### config.mk
export PLATFORM = sky130hd
export DESIGN_NAME = cos_fade_mute
export DESIGN_NICKNAME = d
export VERILOG_FILES = /design/src/rtl/fade_pkg.sv /design/src/rtl/fade_seq.sv /design/src/rtl/fade_gain.sv /design/src/rtl/fade_scale.sv /design/src/rtl/cos_fade_mute.sv
export SDC_FILE = /design/constraint.sdc
export NUM_CORES = 2
export LEC_CHECK = 0
export ABC_AREA = 1
export BUFFER_PORTS_ARGS = -buffer_cell sky130_fd_sc_hd__buf_4
export CAP_MARGIN = 20
export CORE_UTILIZATION = 65
export CTS_CLUSTER_SIZE = 28
export DETAILED_ROUTE_END_ITERATION = 8
export GPL_ROUTABILITY_DRIVEN = 0
export PLACE_DENSITY = 0.83
export SLEW_MARGIN = 5
export SYNTH_ARGS = -nofsm -noshare
export SYNTH_HDL_FRONTEND = slang
export SYNTH_SLANG_ARGS = --single-unit
export TNS_END_PERCENT = 20
### constraint.sdc
create_clock -name clk_i -period 13.6 [get_ports clk_i]
set_input_delay 2.72 -clock clk_i [delete_from_list [all_inputs] [get_ports clk_i]]
set_output_delay 2.72 -clock clk_i [all_outputs]
set_load 0.02 [all_outputs]
### src/rtl/fade_pkg.sv
package fade_pkg;

    localparam int unsigned FD_DW = 24;
    localparam int unsigned FD_CW = 14;
    localparam int unsigned FD_PW = FD_DW + FD_CW + 1;

    typedef enum logic [1:0] {
        DIR_HOLD = 2'd0,
        DIR_DOWN = 2'd1,
        DIR_UP   = 2'd2
    } fade_dir_e;

    typedef struct packed {
        logic signed [FD_DW-1:0] l;
        logic signed [FD_DW-1:0] r;
    } fd_pair_t;

    typedef struct packed {
        logic zero_gain;
        logic pin_done;
    } fd_flags_t;

    // S-shaped falling curve: unity at k=0, zero at k=n-1
    function automatic logic [FD_CW-1:0] fd_coef(input int unsigned k, input int unsigned n);
        longint m, den, num, res, kk;
        m   = longint'(n) - 1;
        kk  = longint'(k);
        den = m * m * m;
        num = den - 3 * kk * kk * m + 2 * kk * kk * kk;
        res = ((longint'(1) << (FD_CW - 1)) * num + den / 2) / den;
        return res[FD_CW-1:0];
    endfunction

    // multiply by a Q1.13 gain and round half up
    function automatic logic signed [FD_DW-1:0] fd_scale(input logic signed [FD_DW-1:0] s,
                                                       input logic [FD_CW-1:0] c);
        logic signed [FD_PW-1:0] prod;
        logic signed [FD_PW-1:0] rnd;
        rnd  = FD_PW'(1) <<< (FD_CW - 2);
        prod = FD_PW'(s) * FD_PW'($signed({1'b0, c})) + rnd;
        return prod[FD_CW-1 +: FD_DW];
    endfunction

endpackage

### src/rtl/fade_seq.sv
module fade_seq
    import fade_pkg::*;
#(
    parameter int unsigned NSTEP = 32,
    parameter int unsigned HOLD  = 4,
    localparam int unsigned TOT  = NSTEP * HOLD,
    localparam int unsigned PW   = $clog2(TOT),
    localparam int unsigned IW   = $clog2(NSTEP)
) (
    input  logic          clk_i,
    input  logic          rst_i,
    input  logic          stb_i,
    input  logic          req_i,
    output logic [IW-1:0] idx_o
);

    localparam logic [PW-1:0] LAST = PW'(TOT - 1);

    logic [PW-1:0] pos;
    fade_dir_e     dir;

    always_comb begin
        if (req_i)
            dir = (pos != LAST) ? DIR_DOWN : DIR_HOLD;
        else
            dir = (pos != '0) ? DIR_UP : DIR_HOLD;
    end

    always_ff @(posedge clk_i) begin
        if (rst_i) begin
            pos <= '0;
        end else if (stb_i) begin
            case (dir)
                DIR_DOWN: pos <= pos + PW'(1);
                DIR_UP:   pos <= pos - PW'(1);
                default:  pos <= pos;
            endcase
        end
    end

    assign idx_o = IW'(pos / PW'(HOLD));

endmodule

### src/rtl/fade_gain.sv
module fade_gain
    import fade_pkg::*;
#(
    parameter int unsigned NSTEP = 32,
    localparam int unsigned IW   = $clog2(NSTEP)
) (
    input  logic [IW-1:0]    idx_i,
    output logic [FD_CW-1:0] coef_o,
    output logic             zero_o
);

    logic [FD_CW-1:0] tbl [NSTEP];

    for (genvar g = 0; g < NSTEP; g++) begin : g_tbl
        assign tbl[g] = fd_coef(g, NSTEP);
    end

    assign coef_o = tbl[idx_i];
    assign zero_o = (coef_o == '0);

endmodule

### src/rtl/fade_scale.sv
module fade_scale
    import fade_pkg::*;
(
    input  logic             clk_i,
    input  logic             rst_i,
    input  logic             stb_i,
    input  logic             hard_i,
    input  logic             pin_i,
    input  logic [FD_CW-1:0] coef_i,
    input  logic             zero_i,
    input  fd_pair_t         din_i,
    output fd_pair_t         dout_o,
    output fd_flags_t        flags_o
);

    fd_pair_t scaled;

    always_comb begin
        scaled.l = fd_scale(din_i.l, coef_i);
        scaled.r = fd_scale(din_i.r, coef_i);
    end

    always_ff @(posedge clk_i) begin
        if (rst_i) begin
            dout_o  <= '0;
            flags_o <= '0;
        end else if (stb_i) begin
            dout_o            <= hard_i ? fd_pair_t'('0) : scaled;
            flags_o.zero_gain <= hard_i | zero_i;
            flags_o.pin_done  <= zero_i & pin_i;
        end
    end

endmodule

### src/rtl/cos_fade_mute.sv
module cos_fade_mute
    import fade_pkg::*;
#(
    parameter int unsigned NSTEP = 32,
    parameter int unsigned HOLD  = 4,
    parameter int unsigned NREG  = 2,
    localparam int unsigned IW   = $clog2(NSTEP)
) (
    input  logic                    clk_i,
    input  logic                    rst_i,
    input  logic                    smp_stb_i,
    input  logic signed [FD_DW-1:0] smp_l_i,
    input  logic signed [FD_DW-1:0] smp_r_i,
    input  logic                    mute_pin_i,
    input  logic [NREG-1:0]         mute_reg_i,
    input  logic                    hard_mute_i,
    output logic signed [FD_DW-1:0] smp_l_o,
    output logic signed [FD_DW-1:0] smp_r_o,
    output logic                    muted_o,
    output logic                    dac_pd_o
);

    logic             req;
    logic [IW-1:0]    idx;
    logic [FD_CW-1:0] coef;
    logic             zero;
    fd_pair_t         din;
    fd_pair_t         dout;
    fd_flags_t        flags;

    assign req   = mute_pin_i | (|mute_reg_i);
    assign din.l = smp_l_i;
    assign din.r = smp_r_i;

    fade_seq #(.NSTEP(NSTEP), .HOLD(HOLD)) u_seq (
        .clk_i (clk_i),
        .rst_i (rst_i),
        .stb_i (smp_stb_i),
        .req_i (req),
        .idx_o (idx)
    );

    fade_gain #(.NSTEP(NSTEP)) u_gain (
        .idx_i  (idx),
        .coef_o (coef),
        .zero_o (zero)
    );

    fade_scale u_scale (
        .clk_i   (clk_i),
        .rst_i   (rst_i),
        .stb_i   (smp_stb_i),
        .hard_i  (hard_mute_i),
        .pin_i   (mute_pin_i),
        .coef_i  (coef),
        .zero_i  (zero),
        .din_i   (din),
        .dout_o  (dout),
        .flags_o (flags)
    );

    assign smp_l_o  = dout.l;
    assign smp_r_o  = dout.r;
    assign muted_o  = flags.zero_gain;
    assign dac_pd_o = flags.pin_done;

endmodule

==> metrics.txt <==
status finished with violations; violated checks design-rule violations; Syn Nets 4,254; Yosys top cell by area fa_1; DR vias/cell 5.882; top cell type's share of synthesized area between 40% and 50%; final setup fails 0; die area around 42,000 sq um; CTS tree built; CP required approximately 14,000 ps; Post-Route Setup TNS 0 ps; reg2reg start u_seq.pos[2]$_SDFFE_PP0P_; clk buf depth 2; Yosys reg bits 57; All-Layer GR Usage about 37%; endpoints failing hold 0; Synth cell types 47; R2R depth 34; port bufs about 100; Most common cell on crit path nand2_1; Clock Skews between 10 and 15 ps; Setup Buffers After CTS 0; Synth Flop Type dfxtp_1; crit path max fanout 18; CTS resizes 0; Critical Path Max Stage Delay 850 ps; Tmin final about 8900 ps; Worst slew margin between 20% and 30%; vias in the first global route about 24k; Slew Viols, Final 0; final net count 4,283; antenna violations before repair 1; syn_area_per_cell 7.916 sq um; Worst setup EP type register; Die Y between 200 and 250 um; hold_buf cts 0; largest net degree at the start of global routing 52; critical path's slowest cell inv_1; commonest non-fill, non-tap cells in the layout 826 x inv_1, 609 x fa_1, 582 x nand2_1; io pins 105; Worst Setup Start Kind register; first-pass iteration count of the detailed router 9; FFs w/ async S/R, synth 0%; initial drt markers between 2k and 3k; Antenna Violating Nets Remaining 0; htree depth 3; detailed-route via count about 23k; Reg-to-Reg End u_scale.dout_o[22]$_SDFFE_PP0P_; DRC viols 1; CP startpoint u_seq.pos[2]$_SDFFE_PP0P_; root buf cell clkbuf_16; HPWL Detailed 59.12 mm; f_max ~0.11 GHz; clk_lat worst skew around 360 ps; Worst Setup Path Type register to register; layout cells sized above 1 approximately 5.3%; area delta synth->final 5.695%; Core ar. ~40,000 sq um; Die Wd between 200 and 250 um; Min-Delay Path Class register to register; CTS sink count 57; Arrival @ worst endpoint between 9000 and 10,000 ps; EDFF count, synth 0; Initial Util approximately 66%; CP endpoint u_scale.dout_o[22]$_SDFFE_PP0P_; yosys synthesis warning count 0; first-pass GRT wire length about 120 mm; WL/cell about 19 um; Tcrit/Tclk final between 60% and 70%; Worst Tran Pin Value ~1200 ps; Mapped Cells 3,353; Seq/Total Area, Yosys 4.299%; final WL between 70 and 80 mm; std cell rows 73; most common cell after layout, fill and taps aside inv_1; Max Cap Viol 0; unrepaired setup endpoints after global routing false; gr ovfl total 0; r2r setup slk between 4000 and 5000 ps; ranking of synthesized cells by area fa_1 46%, inv_1 12%, ha_1 11%, nand2_1 8.2%, nor2_1 6.4%; Synth Cell Area 26,540 sq um; number of buffers created by CTS 9; Fill cells between 3k and 4k; clock-pin transition on the worst setup and hold timing paths around 70 ps
-- worst min path at each step --
stage / startpoint / endpoint / slack (ps) / depth (start not counted)
final: u_scale.dout_o[14]$_SDFFE_PP0P_ / u_scale.dout_o[14]$_SDFFE_PP0P_ / 470 / 2
after global routing: u_scale.dout_o[42]$_SDFFE_PP0P_ / u_scale.dout_o[42]$_SDFFE_PP0P_ / 490 / 2
after CTS: u_scale.dout_o[14]$_SDFFE_PP0P_ / u_scale.dout_o[14]$_SDFFE_PP0P_ / 470 / 2
after detailed placement: u_scale.dout_o[14]$_SDFFE_PP0P_ / u_scale.dout_o[14]$_SDFFE_PP0P_ / 460 / 2
after global placement: u_scale.dout_o[35]$_SDFFE_PP0P_ / u_scale.dout_o[35]$_SDFFE_PP0P_ / 450 / 2
after floorplan: u_seq.pos[0]$_SDFFE_PP0P_ / u_seq.pos[0]$_SDFFE_PP0P_ / 530 / 2
-- flip-flops by register name, indices dropped and copies added, names as in the netlist --
name	count
u_scale.dout_o	48
u_seq.pos	7
u_scale.flags_o	2
-- synthesized netlist by cell type, types with 2 or more instances --
cell type  count
nand2_2       15
clkinv_1      14
buf_4          2
o21a_1         5
inv_2          6
nand2_1      582
a211oi_1       4
nand3b_1       9
o21ai_0       82
nand3_2        5
ha_1         237
inv_1        826
a221oi_1       2
nor2_4         2
nor3_1        12
dfxtp_1       57
xor2_1        15
nand3_1       62
nor4_1         8
or2_1          2
buf_1         31
o21ai_1        2
a2111oi_0      2
a21boi_1       5
fa_1         609
buf_6          3
o211ai_1       6
clkbuf_1      64
buf_2          5
nor2_1       450
a21boi_0      22
a21o_1         6
nand2_4        3
a21oi_1      150
xnor2_1       16
a31oi_1        9
nand4_1       13
-- cell type report --
type / count / area (sq um) / share of cell area [%]
multi-input cells: 2343 / 21790 / 77.68
repair buffers: 123 / 943.4 / 3.363
well taps: 525 / 656.9 / 2.342
diodes: 1 / 2.502 / 0.008920
flip-flops and latches: 57 / 1141 / 4.068
clock inverters: 7 / 101.3 / 0.3613
clock buffers: 9 / 225.2 / 0.8028
inverters: 848 / 3191 / 11.37
-- critical path, delay by kind of cell, from the launching register on --
| family | cells | cell delay [ps] |
|---|---|---|
| compound gates | 1 | 70 |
| fa+ha+maj | 8 | 3760 |
| buf+inv | 10 | 1940 |
| flops | 1 | 570 |
| simple gates | 15 | 2470 |
-- metal layers --
metal,vias to the layer above,GRT usage (%),share of wire [%]
met1,11080,47.10,35
met2,1632,60.13,45
met3,380,10.16,14
met5,-,0,0.013
li1,9928,-,-
met4,2,17.86,5.7
-- metrics by stage --
step	hold slack [ps]	util, %	cells	instance area, sq um	setup WS [ps]
after floorplan	531.4	-	3353	26540	5620
after global placement	453.8	69.23	3895	27700	5108
after detailed placement	458.7	69.23	3895	27700	4992
after CTS	466.8	70.05	3911	28020	4977
after global routing	485.2	70.12	3912	28050	4310
final	465.8	70.12	3913	28050	4651
-- logic make-up after synthesis --
kind of cell | count (synthesis) | synth area share (%)
flops | 57 | 4.299
fa+ha+maj | 846 | 57.11
compound gates | 301 | 6.308
buf+inv | 953 | 13.64
simple gates | 1165 | 17.62
xor+xnor | 31 | 1.023
Power is left out: the tool's default activity adds up to more than one toggle a clock period on the data nets, which glitch-free logic cannot reach.
